`src/rtl/serreg_pkg.sv`:
```
package serreg_pkg;
  localparam int DATA_W = 8;
  localparam int NREG   = 16;
  localparam int PTR_W  = $clog2(NREG);

  // Register indices whose behaviour other logic depends on
  localparam int IDX_SYNC = 7;
  localparam int IDX_CTRL = 15;

  // Bit positions
  localparam int SEL_BIT  = 0;  // in control register: index 7 steering
  localparam int XRD_BIT  = 6;  // in feature register: extended read
  localparam int RSVD_BIT = 7;  // in feature register: always zero

  // Command field carried in a pointer-load write
  localparam int CMD_LSB = 4;
  localparam int CMD_W   = 2;
  localparam logic [CMD_W-1:0] CMD_FEAT_CLR = 2'b11;

  typedef enum logic [3:0] {
    SRC_ZERO,
    SRC_ST_MAIN,
    SRC_ST_AUX,
    SRC_ST_MISC,
    SRC_W3,
    SRC_W4,
    SRC_W5,
    SRC_W10,
    SRC_W12,
    SRC_W13,
    SRC_W15,
    SRC_FEAT
  } rd_src_e;
endpackage

```
`src/rtl/serreg_ptr.sv`:
```
module serreg_ptr
  import serreg_pkg::*;
#(
  parameter int PW = PTR_W,
  parameter int CW = CMD_W
) (
  input  logic          clk,
  input  logic          rst_n,
  input  logic          fire_i,
  input  logic          write_i,
  input  logic [PW-1:0] ptr_d_i,
  input  logic [CW-1:0] cmd_i,
  output logic [PW-1:0] ptr_o,
  output logic          at_zero_o,
  output logic          feat_clr_o
);
  logic [PW-1:0] ptr_q;
  logic          load;

  assign at_zero_o  = (ptr_q == '0);
  assign load       = fire_i && write_i && at_zero_o;
  assign feat_clr_o = load && (cmd_i == CMD_FEAT_CLR);
  assign ptr_o      = ptr_q;

  always_ff @(posedge clk or negedge rst_n) begin
    if (!rst_n) begin
      ptr_q <= '0;
    end else if (load) begin
      ptr_q <= ptr_d_i;
    end else if (fire_i) begin
      ptr_q <= '0;
    end
  end

  AST_PTR_RETURNS: assert property (@(posedge clk) disable iff (!rst_n)
    (fire_i && !at_zero_o) |=> (ptr_o == '0));
  AST_PTR_LOADS: assert property (@(posedge clk) disable iff (!rst_n)
    (fire_i && write_i && at_zero_o) |=> (ptr_o == $past(ptr_d_i)));
  AST_PTR_IDLE: assert property (@(posedge clk) disable iff (!rst_n)
    !fire_i |=> $stable(ptr_o));
endmodule

```
`src/rtl/serreg_wfile.sv`:
```
module serreg_wfile
  import serreg_pkg::*;
#(
  parameter int DW    = DATA_W,
  parameter int NR    = NREG,
  parameter int PW    = PTR_W,
  parameter int SYNC  = IDX_SYNC,
  parameter int CTRL  = IDX_CTRL,
  parameter int SELB  = SEL_BIT
) (
  input  logic          clk,
  input  logic          rst_n,
  input  logic          wr_fire_i,
  input  logic [PW-1:0] ptr_i,
  input  logic [DW-1:0] wdata_i,
  output logic          alias_sel_o,
  output logic [DW-1:0] regs_o [NR]
);
  logic alias_sel;

  assign regs_o[0]   = '0;
  assign alias_sel   = regs_o[CTRL][SELB];
  assign alias_sel_o = alias_sel;

  for (genvar i = 1; i < NR; i++) begin : g_reg
    logic [DW-1:0] q;
    logic          hit;
    if (i == SYNC) begin : g_aliased
      assign hit = wr_fire_i && (ptr_i == PW'(i)) && !alias_sel;
    end else begin : g_plain
      assign hit = wr_fire_i && (ptr_i == PW'(i));
    end
    always_ff @(posedge clk or negedge rst_n) begin
      if (!rst_n) begin
        q <= '0;
      end else if (hit) begin
        q <= wdata_i;
      end
    end
    assign regs_o[i] = q;
  end

  AST_SYNC_HOLD_ALIAS: assert property (@(posedge clk) disable iff (!rst_n)
    (wr_fire_i && ptr_i == PW'(SYNC) && alias_sel) |=> $stable(regs_o[SYNC]));
  AST_SYNC_TAKES: assert property (@(posedge clk) disable iff (!rst_n)
    (wr_fire_i && ptr_i == PW'(SYNC) && !alias_sel) |=> (regs_o[SYNC] == $past(wdata_i)));
  AST_CTRL_HOLD: assert property (@(posedge clk) disable iff (!rst_n)
    !(wr_fire_i && ptr_i == PW'(CTRL)) |=> $stable(regs_o[CTRL]));
endmodule

```
`src/rtl/serreg_feat.sv`:
```
module serreg_feat
  import serreg_pkg::*;
#(
  parameter int DW   = DATA_W,
  parameter int RSVD = RSVD_BIT
) (
  input  logic          clk,
  input  logic          rst_n,
  input  logic          we_i,
  input  logic          clr_i,
  input  logic [DW-1:0] wdata_i,
  output logic [DW-1:0] feat_o
);
  localparam logic [DW-1:0] KEEP_MASK = ~(DW'(1) << RSVD);

  logic [DW-1:0] feat_q;

  always_ff @(posedge clk or negedge rst_n) begin
    if (!rst_n) begin
      feat_q <= '0;
    end else if (clr_i) begin
      feat_q <= '0;
    end else if (we_i) begin
      feat_q <= wdata_i & KEEP_MASK;
    end
  end

  assign feat_o = feat_q;

  AST_RSVD_LOW: assert property (@(posedge clk) disable iff (!rst_n)
    feat_o[RSVD] == 1'b0);
  AST_FEAT_STICKY: assert property (@(posedge clk) disable iff (!rst_n)
    (!we_i && !clr_i) |=> $stable(feat_o));
  AST_FEAT_CLEARED: assert property (@(posedge clk) disable iff (!rst_n)
    clr_i |=> (feat_o == '0));
endmodule

```
`src/rtl/serreg_rdmux.sv`:
```
module serreg_rdmux
  import serreg_pkg::*;
#(
  parameter int DW  = DATA_W,
  parameter int PW  = PTR_W,
  parameter int XRD = XRD_BIT
) (
  input  logic [PW-1:0] ptr_i,
  input  logic [DW-1:0] feat_i,
  input  logic [DW-1:0] st_main_i,
  input  logic [DW-1:0] st_aux_i,
  input  logic [DW-1:0] st_misc_i,
  input  logic [DW-1:0] w3_i,
  input  logic [DW-1:0] w4_i,
  input  logic [DW-1:0] w5_i,
  input  logic [DW-1:0] w10_i,
  input  logic [DW-1:0] w12_i,
  input  logic [DW-1:0] w13_i,
  input  logic [DW-1:0] w15_i,
  output logic [DW-1:0] rd_o
);
  rd_src_e src;
  logic    xrd;

  assign xrd = feat_i[XRD];

  always_comb begin
    unique case (ptr_i)
      PW'(0):  src = SRC_ST_MAIN;
      PW'(1):  src = SRC_ST_AUX;
      PW'(4):  src = xrd ? SRC_W4   : SRC_ST_MAIN;
      PW'(5):  src = xrd ? SRC_W5   : SRC_ST_AUX;
      PW'(9):  src = xrd ? SRC_W3   : SRC_W13;
      PW'(10): src = SRC_ST_MISC;
      PW'(11): src = xrd ? SRC_W10  : SRC_W15;
      PW'(12): src = SRC_W12;
      PW'(13): src = SRC_W13;
      PW'(14): src = xrd ? SRC_FEAT : SRC_ST_MISC;
      PW'(15): src = SRC_W15;
      default: src = SRC_ZERO;
    endcase
  end

  always_comb begin
    unique case (src)
      SRC_ST_MAIN: rd_o = st_main_i;
      SRC_ST_AUX:  rd_o = st_aux_i;
      SRC_ST_MISC: rd_o = st_misc_i;
      SRC_W3:      rd_o = w3_i;
      SRC_W4:      rd_o = w4_i;
      SRC_W5:      rd_o = w5_i;
      SRC_W10:     rd_o = w10_i;
      SRC_W12:     rd_o = w12_i;
      SRC_W13:     rd_o = w13_i;
      SRC_W15:     rd_o = w15_i;
      SRC_FEAT:    rd_o = feat_i;
      default:     rd_o = '0;
    endcase
  end
endmodule

```
`src/rtl/serreg_bank.sv`:
```
module serreg_bank
  import serreg_pkg::*;
#(
  parameter int DW = DATA_W,
  parameter int NR = NREG
) (
  input  logic             clk,
  input  logic             rst_n,
  input  logic             acc_valid,
  output logic             acc_ready,
  input  logic             acc_write,
  input  logic [DW-1:0]    acc_wdata,
  output logic             rsp_valid,
  output logic [DW-1:0]    rsp_data,
  input  logic [DW-1:0]    st_main_i,
  input  logic [DW-1:0]    st_aux_i,
  input  logic [DW-1:0]    st_misc_i,
  output logic [DW-1:0]    feat_o,
  output logic [NR*DW-1:0] wr_regs_o
);
  localparam int PW = $clog2(NR);

  logic          fire;
  logic          wr_fire;
  logic          rd_fire;
  logic [PW-1:0] ptr;
  logic          ptr_zero;
  logic          feat_clr;
  logic          alias_sel;
  logic          feat_we;
  logic [DW-1:0] feat;
  logic [DW-1:0] regs [NR];
  logic [DW-1:0] rd_word;
  logic          rsp_v_q;
  logic [DW-1:0] rsp_d_q;

  assign acc_ready = 1'b1;
  assign fire      = acc_valid;
  assign wr_fire   = fire && acc_write && !ptr_zero;
  assign rd_fire   = fire && !acc_write;
  assign feat_we   = wr_fire && (ptr == PW'(IDX_SYNC)) && alias_sel;

  serreg_ptr #(.PW(PW), .CW(CMD_W)) u_ptr (
    .clk        (clk),
    .rst_n      (rst_n),
    .fire_i     (fire),
    .write_i    (acc_write),
    .ptr_d_i    (acc_wdata[PW-1:0]),
    .cmd_i      (acc_wdata[CMD_LSB +: CMD_W]),
    .ptr_o      (ptr),
    .at_zero_o  (ptr_zero),
    .feat_clr_o (feat_clr)
  );

  serreg_wfile #(
    .DW(DW), .NR(NR), .PW(PW), .SYNC(IDX_SYNC), .CTRL(IDX_CTRL), .SELB(SEL_BIT)
  ) u_wfile (
    .clk         (clk),
    .rst_n       (rst_n),
    .wr_fire_i   (wr_fire),
    .ptr_i       (ptr),
    .wdata_i     (acc_wdata),
    .alias_sel_o (alias_sel),
    .regs_o      (regs)
  );

  serreg_feat #(.DW(DW), .RSVD(RSVD_BIT)) u_feat (
    .clk     (clk),
    .rst_n   (rst_n),
    .we_i    (feat_we),
    .clr_i   (feat_clr),
    .wdata_i (acc_wdata),
    .feat_o  (feat)
  );

  serreg_rdmux #(.DW(DW), .PW(PW), .XRD(XRD_BIT)) u_rdmux (
    .ptr_i     (ptr),
    .feat_i    (feat),
    .st_main_i (st_main_i),
    .st_aux_i  (st_aux_i),
    .st_misc_i (st_misc_i),
    .w3_i      (regs[3]),
    .w4_i      (regs[4]),
    .w5_i      (regs[5]),
    .w10_i     (regs[10]),
    .w12_i     (regs[12]),
    .w13_i     (regs[13]),
    .w15_i     (regs[15]),
    .rd_o      (rd_word)
  );

  always_ff @(posedge clk or negedge rst_n) begin
    if (!rst_n) begin
      rsp_v_q <= 1'b0;
      rsp_d_q <= '0;
    end else begin
      rsp_v_q <= rd_fire;
      if (rd_fire) begin
        rsp_d_q <= rd_word;
      end
    end
  end

  assign rsp_valid = rsp_v_q;
  assign rsp_data  = rsp_d_q;
  assign feat_o    = feat;

  for (genvar i = 0; i < NR; i++) begin : g_flat
    assign wr_regs_o[i*DW +: DW] = regs[i];
  end

  AST_RSP_PULSE: assert property (@(posedge clk) disable iff (!rst_n)
    rd_fire |=> rsp_valid);
  AST_NO_RSP_ON_WRITE: assert property (@(posedge clk) disable iff (!rst_n)
    !rd_fire |=> !rsp_valid);
  AST_XRD_FEAT_READ: assert property (@(posedge clk) disable iff (!rst_n)
    (rd_fire && ptr == PW'(14) && feat[XRD_BIT]) |=> (rsp_data == $past(feat)));
  AST_XRD_W3_READ: assert property (@(posedge clk) disable iff (!rst_n)
    (rd_fire && ptr == PW'(9) && feat[XRD_BIT]) |=> (rsp_data == $past(regs[3])));
  AST_PLAIN_ST_READ: assert property (@(posedge clk) disable iff (!rst_n)
    (rd_fire && ptr == PW'(4) && !feat[XRD_BIT]) |=> (rsp_data == $past(st_main_i)));
  AST_FEAT_KEEPS_ON_SYNC: assert property (@(posedge clk) disable iff (!rst_n)
    (wr_fire && ptr == PW'(IDX_SYNC) && !alias_sel && !feat_clr) |=> $stable(feat_o));
endmodule

```
`config.mk`:
```
export PLATFORM = sky130hd
export DESIGN_NAME = serreg_bank
export DESIGN_NICKNAME = d
export VERILOG_FILES = /design/src/rtl/serreg_pkg.sv /design/src/rtl/serreg_ptr.sv /design/src/rtl/serreg_wfile.sv /design/src/rtl/serreg_feat.sv /design/src/rtl/serreg_rdmux.sv /design/src/rtl/serreg_bank.sv
export SDC_FILE = /design/constraint.sdc
export NUM_CORES = 1
export LEC_CHECK = 0
export ABC_CLOCK_PERIOD_IN_PS = 3160
export BUFFER_PORTS_ARGS = -buffer_cell sky130_fd_sc_hd__buf_2
export CAP_MARGIN = 10
export CORE_MARGIN = 3
export CORE_UTILIZATION = 56
export DETAILED_ROUTE_END_ITERATION = 10
export GPL_TIMING_DRIVEN = 0
export PLACE_DENSITY = 0.82
export SLEW_MARGIN = 20
export SYNTH_ARGS = -nofsm -noshare
export SYNTH_HDL_FRONTEND = slang
export SYNTH_SLANG_ARGS = --single-unit
```
`constraint.sdc`:
```
create_clock -name clk -period 3.16 [get_ports clk]
set_input_delay 0.158 -clock clk [delete_from_list [all_inputs] [get_ports clk]]
set_output_delay 0.158 -clock clk [all_outputs]
set_load 0.1 [all_outputs]
```
==> run summary <==
====================================================================================
Fraction of power consumed by the clock network .......................        0.255
Power density over cell area ..........................................  1020 nW/µm²
Share of the clock period used by the worst path after layout .........        0.782
Vias in the first global route ........................................         5225
Dominant register cell in the synthesized netlist ..................... sky130_fd_sc_hd__dfrtp_1
Inst Count DP .........................................................          791
Multi-input combinational cell area ...................................     2540 µm²
Count of final hold-check violations ..................................            0
Final Setup Violations ................................................            0
Synth cell types ......................................................           45
Final WL ..............................................................     19000 µm
Cell area after layout ................................................     8100 µm²
Nature of the critical path startpoint ................................    flip-flop
Count of buffering cells on the critical path with inverters included .            1
Half-perimeter wire length after detailed placement ...................     13500 µm
Crit path max fanout ..................................................            8
Worst ir drop on vdd ..................................................     0.921 mV
Post-synthesis sequential area ratio ..................................        0.559
Comb power frac .......................................................        0.456
Horizontal extent of the die ..........................................       112 µm
CTS-repair resized insts ..............................................            0
Skew final ............................................................   0.00907 ns
Antenna violations before repair ......................................            0
Slew at the pin closest to its max-slew limit .........................     0.770 ns
Cells traversed along the worst timing path ........................... nand2b_2, a211oi_2, a221oi_1, nand4_1, dlygate4sd3_1, a22o_1
Slew Viols, Final .....................................................            0
Maximum number of pins on one net before global-route repair ..........          103
Buffer levels on the longest clock path ...............................            2
Clock sink count ......................................................          140
Register Area .........................................................     3500 µm²
Post-detailed-route DRC marker count ..................................            0
Number of placement rows ..............................................           37
Buffer count from post-CTS setup fixing ...............................            0
Crit path arrival time ................................................      2.94 ns
Worst setup path category ............................................. flip-flop to flip-flop
Number of buffers created by CTS ......................................           17
Critical path capture point type ......................................    flip-flop
Worst EP required .....................................................      3.63 ns
Max Clock Freq ........................................................      405 MHz
Pre-CTS WS ............................................................      1.27 ns
Diode count ...........................................................            0
Synth Register Bits ...................................................          140
Int Pwr ...............................................................      4080 µW
Clk_lat worst skew ....................................................      0.53 ns
Yosys warning count ...................................................            0
Run status ............................................................ complete, no violations
Setup repair after global routing missed its margin ...................           no
Async SR Flop Fraction ................................................         1.00
Sequential group share of total power .................................        0.289
Class of the worst hold path .......................................... input port to flip-flop
Post-DR wirelength/cell ...............................................      22.8 µm
Setup TNS .............................................................         0 ns
Height of the die .....................................................       112 µm
Slowest stage cell, crit path ......................................... sky130_fd_sc_hd__a211oi_2
Max-slew headroom at the worst pin ....................................        0.487
Overall via count from detail_route ...................................         4992
Ratio of cells with drive above 1 in the final layout .................        0.537
Number of enable-type register cells in the synthesized netlist .......            0
Layout area overhead ..................................................        29.3%
Overall track demand over capacity in global routing ..................        0.310
Final Core Density ....................................................        0.764
DRC violation total after the first TritonRoute iteration .............          536
Setup slack of the critical path after layout .........................     0.689 ns
Master cell of the clock root buffer .................................. sky130_fd_sc_hd__clkbuf_8
Final non-filler cell total ...........................................          834
Die ar. ...............................................................    12500 µm²
GP Congestion .........................................................        0.927
Sw Ratio ..............................................................        0.505
Combined area of all synthesized cells ................................     6260 µm²
Sw power ..............................................................      4160 µW
Commonest non-fill, non-tap cell in the layout ........................ sky130_fd_sc_hd__buf_2
Initial core utilization ..............................................        0.591
Count of port buffers added during placement ..........................          170
Nets ..................................................................          722
H-tree level count ....................................................            4
Detail Route Antenna Nets .............................................            0
Fillers ...............................................................          707
CTS tree ..............................................................         done
Min cycle time layout .................................................      2.47 ns
MaxCap Viol Count .....................................................            0
Synthesized area per cell .............................................     13.2 µm²
Synthesized instance count ............................................          476
Average via count per standard cell ...................................         5.99
Total congestion overflow .............................................            0
Count of boundary I/O pins ............................................          182
First-pass GRT wire length ............................................     29600 µm
Static Leak ...........................................................   0.00417 µW
Top library cells by usage in the layout, fill and taps aside ......... sky130_fd_sc_hd__buf_2, sky130_fd_sc_hd__dfrtp_1, sky130_fd_sc_hd__mux2_2
Cell Area, Placed .....................................................     7350 µm²
Core ar. ..............................................................    10600 µm²
TritonRoute pass-1 iters ..............................................            6
Clock transition at the registers of the reported paths ...............      0.06 ns
Worst path max stage delay ............................................      0.62 ns
Kind of cell adding the most delay to the critical path ............... compound AO/OA/AOI/OAI gates
====================================================================================
stage by stage:
step	total power (µW)	hold slack (ns)
floorplan	5470	-0.138
global placement	6070	0.410
detailed placement	6140	0.0574
CTS	8250	0.0440
global route	8460	0.0770
finish	8240	0.0658
sequential cells by signal, indices dropped and copies added (netlist names):
| register | flops |
|---|---|
| u_feat.feat_o | 7 |
| u_ptr.ptr_o | 4 |
| u_wfile.g.q | 120 |
| rsp_valid | 1 |
| rsp_data | 8 |
kinds of logic after synthesis:
group                  count (synthesis)  share of synthesized area
AO/OA/AOI/OAI                         70                     0.0791
AND/OR/NAND/NOR                       92                     0.0939
other                                  2                    0.00120
flip-flops                           140                      0.559
buffers and inverters                 45                     0.0402
multiplexers                         127                      0.226
Yosys cell counts, drive strengths merged (2+ instances only):
master | number | share of area
a31oi | 4 | 0.0040
mux2 | 117 | 0.21
conb | 2 | 0.0012
and3 | 4 | 0.0040
nand4 | 2 | 0.0020
a22oi | 14 | 0.017
nor3b | 2 | 0.0042
nand2 | 26 | 0.016
nand2b | 3 | 0.0034
nor2 | 25 | 0.024
a221o | 5 | 0.0080
dfrtp | 140 | 0.56
a21oi | 15 | 0.012
a21boi | 4 | 0.0048
nor2b | 2 | 0.0020
nor3 | 5 | 0.0092
a221oi | 5 | 0.0080
a32oi | 6 | 0.0084
o21ai | 12 | 0.0096
nand3 | 19 | 0.018
buf | 25 | 0.028
inv | 9 | 0.0054
clkbuf | 11 | 0.0066
nand4b | 2 | 0.0062
mux2i | 10 | 0.016
worst paths after layout:
path,to,cells after the start,startpoint,slack (ns)
hold reg to reg,u_wfile.g_reg[7].q[2],1,u_wfile.g_reg[7].q[2],0.50
min in group asynchronous,u_wfile.g_reg[14].q[5],2,rst_n,0.12
setup reg to reg,rsp_data[1],6,u_ptr.ptr_o[0],0.69
hold / removal,rsp_data[0],4,st_misc_i[0],0.07
setup / recovery,rsp_data[1],6,u_ptr.ptr_o[0],0.69
max in group asynchronous,u_wfile.g_reg[7].q[1],3,rst_n,2.27
worst reg2reg max path, delay by kind of cell, from the launching register on:
| family | cells | cell delay (ns) |
|---|---|---|
| AOI/OAI and AO/OA | 3 | 0.99 |
| DFF | 1 | 0.45 |
| buffers and inverters | 1 | 0.55 |
| and+or+nand+nor | 2 | 0.41 |
metal layers:
metal  vias up  share of wire  global-route usage
li1       2144              -                   -
met1      2457           0.38               0.391
met2       322           0.48               0.510
met3        69          0.095              0.0848
met4         0          0.039               0.124
met5         -              0                   0
power by group through the flow:
stage / Clock [µW] / Combinational, µW / Sequential, µW
after floorplan: 0 / 561 / 4910
final: 2100 / 3760 / 2380
after global placement: 0 / 3700 / 2370
after detailed placement: 0 / 3740 / 2400
after global routing: 2200 / 3840 / 2420
after CTS: 2110 / 3760 / 2370
final cells by class:
class | count | share of cell area
inverters | 9 | 0.00417
clock inverters | 12 | 0.0229
well taps | 136 | 0.0210
multi-input cells | 299 | 0.313
plain buffers | 36 | 0.0269
repair buffers | 183 | 0.125
flip-flops and latches | 140 | 0.433
clock buffers | 19 | 0.0545
what timing repair did:
item,4_1_cts,5_1_grt
hold buffers,12,0
setup endpoints to repair,0,0
hold endpoints to repair,184,0
(Power assumes the default switching activity.)
